`src/rtl/mpgpio_pkg.sv`:
```
package mpgpio_pkg;

  typedef enum logic [1:0] {
    DRV_IN = 2'd0,
    DRV_PP = 2'd1,
    DRV_OD = 2'd2,
    DRV_OS = 2'd3
  } drv_mode_e;

  localparam int unsigned BANK_STRIDE = 'h30;
  localparam int unsigned OFS_CTRL    = 'h00;
  localparam int unsigned OFS_LEVEL   = 'h04;
  localparam int unsigned OFS_DATA    = 'h08;
  localparam int unsigned OFS_MODE    = 'h0C;
  localparam int unsigned OFS_PULLDIS = 'h10;
  localparam int unsigned OFS_EVENT   = 'h14;
  localparam int unsigned OFS_IEN     = 'h18;
  localparam int unsigned OFS_FORCE   = 'h1C;
  localparam int unsigned OFS_EDGE    = 'h20;

endpackage

```
`src/rtl/mpgpio_sync.sv`:
```
module mpgpio_sync #(
  parameter int W = 8
) (
  input  logic         clk,
  input  logic         rst_n,
  input  logic         two_stage,
  input  logic [W-1:0] d,
  output logic [W-1:0] q
);

  logic [W-1:0] st1_q, st2_q;

  always_ff @(posedge clk or negedge rst_n) begin
    if (!rst_n) begin
      st1_q <= '0;
      st2_q <= '0;
    end else begin
      st1_q <= d;
      st2_q <= st1_q;
    end
  end

  assign q = two_stage ? st2_q : st1_q;

endmodule

```
`src/rtl/mpgpio_port.sv`:
```
module mpgpio_port
  import mpgpio_pkg::*;
#(
  parameter  int PINS  = 8,
  parameter  int OFS_W = 6,
  localparam int DW    = 2 * PINS
) (
  input  logic             clk,
  input  logic             rst_n,
  input  logic             wr_en,
  input  logic [OFS_W-1:0] ofs,
  input  logic [DW-1:0]    wdata,
  input  logic [PINS-1:0]  pin_in,
  output logic [DW-1:0]    rdata,
  output logic [PINS-1:0]  pad_out,
  output logic [PINS-1:0]  pad_oe,
  output logic [PINS-1:0]  pad_pull_en,
  output logic             irq
);

  logic [PINS-1:0] data_q, data_d, pdis_q, pdis_d, evt_q, evt_d;
  logic [PINS-1:0] ien_q, ien_d, frc_q, frc_d, edge_q, edge_d, prev_q;
  logic [DW-1:0]   mode_q, mode_d;
  logic [PINS-1:0] hit, clr;
  logic wr_data, wr_mode, wr_pdis, wr_evt, wr_ien, wr_frc, wr_edge;

  // write decode
  always_comb begin
    wr_data = wr_en && (ofs == OFS_W'(OFS_DATA));
    wr_mode = wr_en && (ofs == OFS_W'(OFS_MODE));
    wr_pdis = wr_en && (ofs == OFS_W'(OFS_PULLDIS));
    wr_evt  = wr_en && (ofs == OFS_W'(OFS_EVENT));
    wr_ien  = wr_en && (ofs == OFS_W'(OFS_IEN));
    wr_frc  = wr_en && (ofs == OFS_W'(OFS_FORCE));
    wr_edge = wr_en && (ofs == OFS_W'(OFS_EDGE));
  end

  // edge detection and next state
  always_comb begin
    for (int i = 0; i < PINS; i++) begin
      hit[i] = edge_q[i] ? (pin_in[i] & ~prev_q[i]) : (~pin_in[i] & prev_q[i]);
    end
    clr    = wr_evt ? wdata[PINS-1:0] : '0;
    evt_d  = (evt_q & ~clr) | hit | frc_q;
    data_d = wr_data ? wdata[PINS-1:0] : data_q;
    mode_d = wr_mode ? wdata           : mode_q;
    pdis_d = wr_pdis ? wdata[PINS-1:0] : pdis_q;
    ien_d  = wr_ien  ? wdata[PINS-1:0] : ien_q;
    frc_d  = wr_frc  ? wdata[PINS-1:0] : frc_q;
    edge_d = wr_edge ? wdata[PINS-1:0] : edge_q;
  end

  always_ff @(posedge clk or negedge rst_n) begin
    if (!rst_n) begin
      data_q <= '0;
      mode_q <= '0;
      pdis_q <= '0;
      evt_q  <= '0;
      ien_q  <= '0;
      frc_q  <= '0;
      edge_q <= '0;
      prev_q <= '0;
    end else begin
      data_q <= data_d;
      mode_q <= mode_d;
      pdis_q <= pdis_d;
      evt_q  <= evt_d;
      ien_q  <= ien_d;
      frc_q  <= frc_d;
      edge_q <= edge_d;
      prev_q <= pin_in;
    end
  end

  // read mux
  always_comb begin
    rdata = '0;
    case (ofs)
      OFS_W'(OFS_LEVEL):   rdata = DW'(pin_in);
      OFS_W'(OFS_DATA):    rdata = DW'(data_q);
      OFS_W'(OFS_MODE):    rdata = mode_q;
      OFS_W'(OFS_PULLDIS): rdata = DW'(pdis_q);
      OFS_W'(OFS_EVENT):   rdata = DW'(evt_q);
      OFS_W'(OFS_IEN):     rdata = DW'(ien_q);
      OFS_W'(OFS_FORCE):   rdata = DW'(frc_q);
      OFS_W'(OFS_EDGE):    rdata = DW'(edge_q);
      default:             rdata = '0;
    endcase
  end

  // pad drive
  always_comb begin
    for (int i = 0; i < PINS; i++) begin
      case (drv_mode_e'(mode_q[2*i +: 2]))
        DRV_PP:  pad_oe[i] = 1'b1;
        DRV_OD:  pad_oe[i] = ~data_q[i];
        DRV_OS:  pad_oe[i] = data_q[i];
        default: pad_oe[i] = 1'b0;
      endcase
    end
  end

  assign pad_out     = data_q;
  assign pad_pull_en = ~pdis_q;
  assign irq         = |(evt_q & ien_q);

endmodule

```
`src/rtl/mpgpio_top.sv`:
```
module mpgpio_top
  import mpgpio_pkg::*;
#(
  parameter  int NUM_PORTS = 3,
  parameter  int PINS      = 8,
  parameter  int ADDR_W    = 9,
  parameter  int VERSION   = 5,
  localparam int NPINS     = NUM_PORTS * PINS,
  localparam int DW        = 2 * PINS
) (
  input  logic              clk,
  input  logic              rst_n,
  input  logic              bus_wr,
  input  logic [ADDR_W-1:0] bus_addr,
  input  logic [DW-1:0]     bus_wdata,
  output logic [DW-1:0]     bus_rdata,
  input  logic [NPINS-1:0]  pad_in,
  output logic [NPINS-1:0]  pad_out,
  output logic [NPINS-1:0]  pad_oe,
  output logic [NPINS-1:0]  pad_pull_en,
  output logic [NUM_PORTS-1:0] port_irq,
  output logic              clk_req
);

  localparam int OFS_W = $clog2(BANK_STRIDE);
  localparam logic [6:0] VER_ID   = 7'(VERSION);
  localparam logic [6:0] CORE_CNT = 7'(NUM_PORTS);

  logic [1:0]       ctrl_q, ctrl_d;
  logic             ctrl_sel;
  logic [NPINS-1:0] pin_s;
  logic [DW-1:0]    ctrl_rd;
  logic [DW-1:0]    port_rd [NUM_PORTS];

  // global control register
  always_comb begin
    ctrl_sel = (bus_addr == ADDR_W'(OFS_CTRL));
    ctrl_d   = (bus_wr && ctrl_sel) ? bus_wdata[1:0] : ctrl_q;
    ctrl_rd  = ctrl_sel ? DW'({CORE_CNT, VER_ID, ctrl_q}) : '0;
  end

  always_ff @(posedge clk or negedge rst_n) begin
    if (!rst_n) ctrl_q <= '0;
    else        ctrl_q <= ctrl_d;
  end

  assign clk_req = ctrl_q[0];

  mpgpio_sync #(.W(NPINS)) u_sync (
    .clk       (clk),
    .rst_n     (rst_n),
    .two_stage (ctrl_q[1]),
    .d         (pad_in),
    .q         (pin_s)
  );

  for (genvar p = 0; p < NUM_PORTS; p++) begin : g_port
    localparam logic [ADDR_W-1:0] BASE = ADDR_W'(p * BANK_STRIDE);
    logic [ADDR_W-1:0] rel;
    logic              sel;
    logic [DW-1:0]     prd;

    assign rel = bus_addr - BASE;
    assign sel = (bus_addr >= BASE) && (rel < ADDR_W'(BANK_STRIDE));

    mpgpio_port #(.PINS(PINS), .OFS_W(OFS_W)) u_port (
      .clk         (clk),
      .rst_n       (rst_n),
      .wr_en       (bus_wr && sel),
      .ofs         (rel[OFS_W-1:0]),
      .wdata       (bus_wdata),
      .pin_in      (pin_s[p*PINS +: PINS]),
      .rdata       (prd),
      .pad_out     (pad_out[p*PINS +: PINS]),
      .pad_oe      (pad_oe[p*PINS +: PINS]),
      .pad_pull_en (pad_pull_en[p*PINS +: PINS]),
      .irq         (port_irq[p])
    );

    assign port_rd[p] = sel ? prd : '0;
  end

  always_comb begin
    bus_rdata = ctrl_rd;
    for (int p = 0; p < NUM_PORTS; p++) bus_rdata = bus_rdata | port_rd[p];
  end

endmodule


```
`config.mk`:
```
export PLATFORM = sky130hd
export DESIGN_NAME = mpgpio_top
export DESIGN_NICKNAME = d
export VERILOG_FILES = /design/src/rtl/mpgpio_pkg.sv /design/src/rtl/mpgpio_sync.sv /design/src/rtl/mpgpio_port.sv /design/src/rtl/mpgpio_top.sv
export SDC_FILE = /design/constraint.sdc
export NUM_CORES = 1
export LEC_CHECK = 0
export BUFFER_PORTS_ARGS = -buffer_cell sky130_fd_sc_hd__buf_2
export CAP_MARGIN = 20
export CORE_UTILIZATION = 59
export DETAILED_ROUTE_END_ITERATION = 8
export GPL_TIMING_DRIVEN = 0
export PLACE_DENSITY = 0.79
export SYNTH_ARGS = -nofsm -noshare
export SYNTH_HDL_FRONTEND = slang
export SYNTH_SLANG_ARGS = --single-unit
export TNS_END_PERCENT = 10
```
`constraint.sdc`:
```
create_clock -name clk -period 3.3 [get_ports clk]
set_input_delay 0.66 -clock clk [delete_from_list [all_inputs] [get_ports clk]]
set_output_delay 0.66 -clock clk [all_outputs]
set_load 0.1 [all_outputs]
```
Word level (Yosys, flattened, before mapping) --
Index checks and enable logic that the tools add are counted.
Word-level totals: bits in registers 266, input bits 52
Cells by class: $add $sub $neg 2, magnitude comparators 6, equality and inequality tests 96, multiplexer cells 59, bitwise logic cells 141, reduce and logical (&&, ||, !) cells 32
Operators with widths (count):
- case mux 16 bit (8 select lines) | 3
- equality test 2 bit (second input constant) | 48
- equality test 6 x 5 -> 1 bit (second input constant) | 12
- NOT 1 bit | 72
- case mux 1 bit (3 select lines) | 24
- AND 1 bit | 48
- AND 8 bit | 6
- equality test 2 x 1 -> 1 bit (second input constant) | 24
- 2-to-1 mux 16 bit | 3
- NOT 8 bit | 6
- bitwise OR 8 bit | 6
- equality test 6 x 4 -> 1 bit (second input constant) | 6
- bitwise OR 16 bit | 2
- logical AND 1 bit | 28
- < comparator 9 x 6 -> 1 bit (second input constant) | 3
- 2-to-1 mux 1 bit | 24
- 2-to-1 mux 24 bit | 1
- 2-to-1 mux 8 bit | 3
- OR reduction 8 bit | 3
- equality test 6 x 3 -> 1 bit (second input constant) | 3
- equality test 6 bit (second input constant) | 3
- bitwise OR 11 x 16 -> 16 bit | 1
- 2-to-1 mux 11 bit | 1
- greater-or-equal comparator 9 x 1 -> 1 bit (second input constant) | 1
- 5 further kinds | 5

Depth between registers and ports, before layout --
depth in word-level cells 10, depth in mapped cells 10, depth with buffers taken out 7

Cells and area by module --
From an unflattened synthesis, not the netlist that was laid out.
Unflattened totals: cells, all modules 1044, area total of the unflattened synthesis 13228.9 µm²
Modules (own cells, without submodules):
- mpgpio_port | instances 3, cells an instance 298, area each 3664.8 µm², seq. area each 1801.7 µm²
- mpgpio_sync | instances 1, cells an instance 75, area each 1597.8 µm², seq. area each 1201.2 µm²
- mpgpio_top | instances 1, cells an instance 75, area each 636.9 µm², seq. area each 50.0 µm²

Worst setup path before layout --
Ideal clock, no wire load.
kind input to output, start point in bus_addr[5], end point out bus_rdata[0], arrival time 3.562 ns, required time 2.640 ns, slack -0.922 ns, stages on the path 9, path through inv_1 > ha_1 > nor4b_2 > and2_1 > clkbuf_1 > clkbuf_1 > nand2_1 > and4_1 > o211ai_1
Between the ends: word-level cells in the longest chain between the ends 6
RTL lines:
- start, declared | line mpgpio_top.sv:14 | input logic [ADDR_W-1:0] bus_addr,
- subtractor 9 x 6 -> 9 bit (tied with other cells) | line mpgpio_top.sv:63 | assign rel = bus_addr - BASE;
- < comparator 9 x 6 -> 1 bit (tied with other cells) | line mpgpio_top.sv:64 | assign sel = (bus_addr >= BASE) && (rel < ADDR_W'(BANK_STRIDE));
- logical AND 1 bit (tied with other cells) | line mpgpio_top.sv:64
- 2-to-1 mux 16 bit / bitwise OR 11 x 16 -> 16 bit (equally long branches) | line mpgpio_top.sv:80, mpgpio_top.sv:85
- bitwise OR 16 bit | line mpgpio_top.sv:85 | for (int p = 0; p < NUM_PORTS; p++) bus_rdata = bus_rdata | port_rd[p];
- bitwise OR 16 bit (*) | line mpgpio_top.sv:85
- end, declared | line mpgpio_top.sv:16 | output logic [DW-1:0] bus_rdata,
Every way passes the cells marked *; elsewhere a longest branch is shown, timed or not.

Worst setup path in the final report --
start point in bus_addr[3], end point out bus_rdata[0]
Same word-level chain as after synthesis.

==> results.txt <==
The total length of routed met2 wires came out at 17.41 mm. In this run the horizontal extent of the chip is 148.1 um. Leaving out fill and tap cells, the most frequent cells in the layout are 265 x sky130_fd_sc_hd__dfrtp_1, 131 x sky130_fd_sc_hd__buf_2, 112 x sky130_fd_sc_hd__nand2_1, 87 x sky130_fd_sc_hd__mux2_2, 59 x sky130_fd_sc_hd__o21ai_0.

When the netlist entered floorplanning its net count stood at 1147. In this run the critical register-to-register path is launched from ctrl_q[1]$_DFFE_PN0P_. The least setup slack across all paths after layout was -170.3 ps; the number of filler instances in the final layout was 1382.

For the number of buffers added by the clock tree synthesis step, the log shows 27. For the final number of hold-violating endpoints, the log shows 0. The final number of setup-violating endpoints was 16; the final RePlAce weighted congestion was 0.9898. The tools report the max-capacitance violation count as 0. The detailed router used layers up to and including met4.

For the worst setup path, the data required time is 2640 ps. Nature of the critical path startpoint: an input port. TritonCTS built the clock tree. The total half-perimeter wirelength after legalization and detailed placement is 26.58 mm. The length of routed met3 wiring was 4.200 mm; the number of placement rows was 53.

The die outline area is 21930 um2, and the fraction of the cycle the final worst path needs is 105.2%. The vias per cell was 6.462. The die is 148.1 um tall. For the number of global-route vias before repair, the log shows 10080. In this run the standard cell core region covers 20960 um2. The setup check on the worst reg-to-reg path leaves a slack of 1500 ps. The number of violations reported at the end of detailed-routing iteration 0 is 1082, and the clock-pin slew of the registers on the worst-case setup and hold paths is 60 ps. The fraction of final layout cells with drive strength greater than 1 was 31.62%; the setup slack at placement was -925.0 ps. Most repeated library cell on the critical path: sky130_fd_sc_hd__buf_6. The total global routing track utilization is 36.16%, and the count of flip-flops with a built-in enable after synthesis is 0. Global routing finished with a remaining overflow of 0.

The predominant post-synthesis flop cell is sky130_fd_sc_hd__dfrtp_1. Data on the critical path arrives at its endpoint at 2810 ps. The tools report the total detailed-routing wirelength as 39.14 mm. Of the synthesized area, sequential elements account for 52.87%. The headroom to the max-slew limit came out at 54.79%. The time the final worst path needs with I/O delays and setup works out to 3470 ps.

In this run the worst path has a maximum fanout of 10. The final number of max-transition violations came out at 0. The checks that failed: setup timing. Based on the critical path, the design can be clocked at up to 0.2882 GHz. The number of buffers and inverters on the critical path is 5.

Entering global routing, the biggest net connects 111 pins. Summed over all cells, the static leakage comes to 7.264 nW. Across the VDD grid, the largest voltage drop is 0.0004964 V. The worst min-delay path category was input port to async pin. In this run the critical register-to-register path is captured at g_port[2].u_port.evt_q[1]$_DFF_PN0_. After synthesis the cells add up to 12590 um2. The logs give 1088 for the synthesized instance count and 550 ps for the later-pin clock latency in the skew report.

The number of antenna violations at the first check in global routing was 2. Traced cell by cell, the critical path runs through buf_2 > buf_6 > buf_4 > nor4bb_1 > clkbuf_4 > a32oi_1 > a41oi_2 > a21oi_2 > o211ai_1 > buf_6. The number of different library cells used by synthesis comes to 77.

The area added between synthesis and finish works out to 23.70%. The critical path class was input port to primary output. Slew at the pin closest to its max-slew limit: 673.2 ps. In this run the deepest clock path goes through 3 buffers. Setup repair after global routing could not meet its margin everywhere. The total stage count of the critical path works out to 10.

Among all stages on the critical path, the largest delay is contributed by sky130_fd_sc_hd__nor4bb_1. After detailed routing, the wire length on met1 is 14.75 mm. After detailed routing, the number of remaining DRC violations is 0. The tree is rooted in a sky130_fd_sc_hd__clkbuf_16.

The routed length per instance works out to 24.72 um. The clock arrives with 9.458 ps of skew. Leaving out fill and tap cells, the most frequent cell in the layout is sky130_fd_sc_hd__dfrtp_1. On the worst path, the slowest cell contributes a delay of 330 ps. The top-area cell type share of the netlist area works out to 52.87%. The count of state elements after synthesis was 266.

In this run the power density over the cells is 464.3 nW/um2. The number of nets in the layout came out at 1347. For this run, asynchronously set or reset flops after synthesis account for 100.0%. STA classifies the critical path endpoint as a primary output. The number of top-level pins is 144, and the port buffer count is 142.

The most area-hungry cell type in the Yosys netlist is sky130_fd_sc_hd__dfrtp_1. The number of warnings printed during yosys synthesis was 0; the total number of vias was 10230. Counting cells, the worst reg-to-reg path comes to 7. The top cell family by delay on the critical path is buffers and inverters. For this design, the sink count on the clock tree is 266. The logs give 0 for the final antenna-violating net count and 60.08% for the initial core utilization. The CTS H-tree depth is 1. The flow ran to the end, but the final reports show violations. The first TritonRoute pass finished after 6 iterations.

By area the synthesized netlist is led by sky130_fd_sc_hd__dfrtp_1 53%, sky130_fd_sc_hd__mux2_2 8.0%, sky130_fd_sc_hd__nand2_1 3.4%. Averaged over all synthesized cells, the footprint is 11.57 um2. The first-pass GRT wire length was 59.06 mm. For the final routed database, the setup TNS stands at -1051 ps.
[per-stage QoR]
stage / cells / util [%] / hold slack [ps] / area (um2) / power (mW)
2_1_floorplan: 1088 / - / 350.1 / 12700 / 4.023
3_3_place_gp: 1505 / 65.66 / 358.3 / 13760 / 4.288
3_5_place_dp: 1508 / 66.01 / 359.2 / 13830 / 4.312
4_1_cts: 1577 / 73.50 / 108.0 / 15400 / 7.219
5_1_grt: 1583 / 74.33 / 138.9 / 15570 / 7.423
6_report: 1583 / 74.33 / 81.60 / 15570 / 7.231
[synth_stat cells, drive strengths merged, types with 12 or more instances]
library cell  instances
nand2               114
and2                 14
nand2b               26
a22oi                28
dfrtp               266
clkbuf               28
nor3b                12
mux2i                42
mux2                126
a22o                 17
o21ai                60
xnor2                25
inv                  54
buf                  30
nor2                 43
nand3                15
[routing by layer]
metal  global-route usage [%]  vias to the layer above
li1                         -                     4330
met3                    8.620                      190
met2                    54.91                      686
met4                    21.55                        0
met5                        0                        -
met1                    47.47                     5023
[flip-flops by register name (all words and copies together), names as in the netlist]
name / cells
u_sync.st1_q: 24
g_port.u_port.edge_q: 24
g_port.u_port.mode_q: 48
g_port.u_port.prev_q: 24
u_sync.st2_q: 24
g_port.u_port.ien_q: 24
g_port.u_port.frc_q: 24
ctrl_q: 2
g_port.u_port.pad_out: 24
g_port.u_port.evt_q: 24
g_port.u_port.pdis_q: 24
[area by class of cell]
class	count	area, um2	area share (%)
antenna	2	5.005	0.03213
buffer	48	374.1	2.402
clock buffer	43	795.8	5.109
clock inverter	4	27.53	0.1767
inverter	55	230.2	1.478
multi-input combinational	710	5746	36.89
sequential	266	6658	42.75
tap	275	344.1	2.209
timing repair buffer	180	1395	8.957
[cell families after synthesis]
| logic type | synth area share [%] |
|---|---|
| compound gates | 14.37 |
| xor+xnor | 1.809 |
| fa+ha+maj | 0.6956 |
| buf+inv | 3.905 |
| flops | 52.87 |
| mux | 14.91 |
| simple gates | 11.45 |
[worst max-delay path by stage]
| stage | to | slack [ps] | start |
|---|---|---|---|
| floorplan | bus_rdata[0] | -660 | bus_addr[5] |
| global placement | u_sync.st1_q[18]$_DFF_PN0_ | -3210 | rst_n |
| global route | bus_rdata[0] | -140 | bus_addr[5] |
| detailed placement | bus_rdata[11] | -930 | bus_addr[5] |
| finish | bus_rdata[0] | -170 | bus_addr[3] |
| CTS | bus_rdata[4] | -50 | ctrl_q[1]$_DFFE_PN0P_ |
[where the power goes]
part	switching [mW]	total, mW	internal (mW)
logic	0.656	0.893	0.237
clock network	1.26	2.90	1.64
registers	0.0765	3.44	3.36
[timing repair]
action	4_1_cts	5_1_grt
gates resized for setup	122	36
hold buffers	0	0
buffers inserted	32	3
hold endpoints to repair	0	0
pin swaps	28	15
cloned	0	1
endpoints found under the setup margin	16	16
Note: power is estimated with default switching activity, not from simulation.
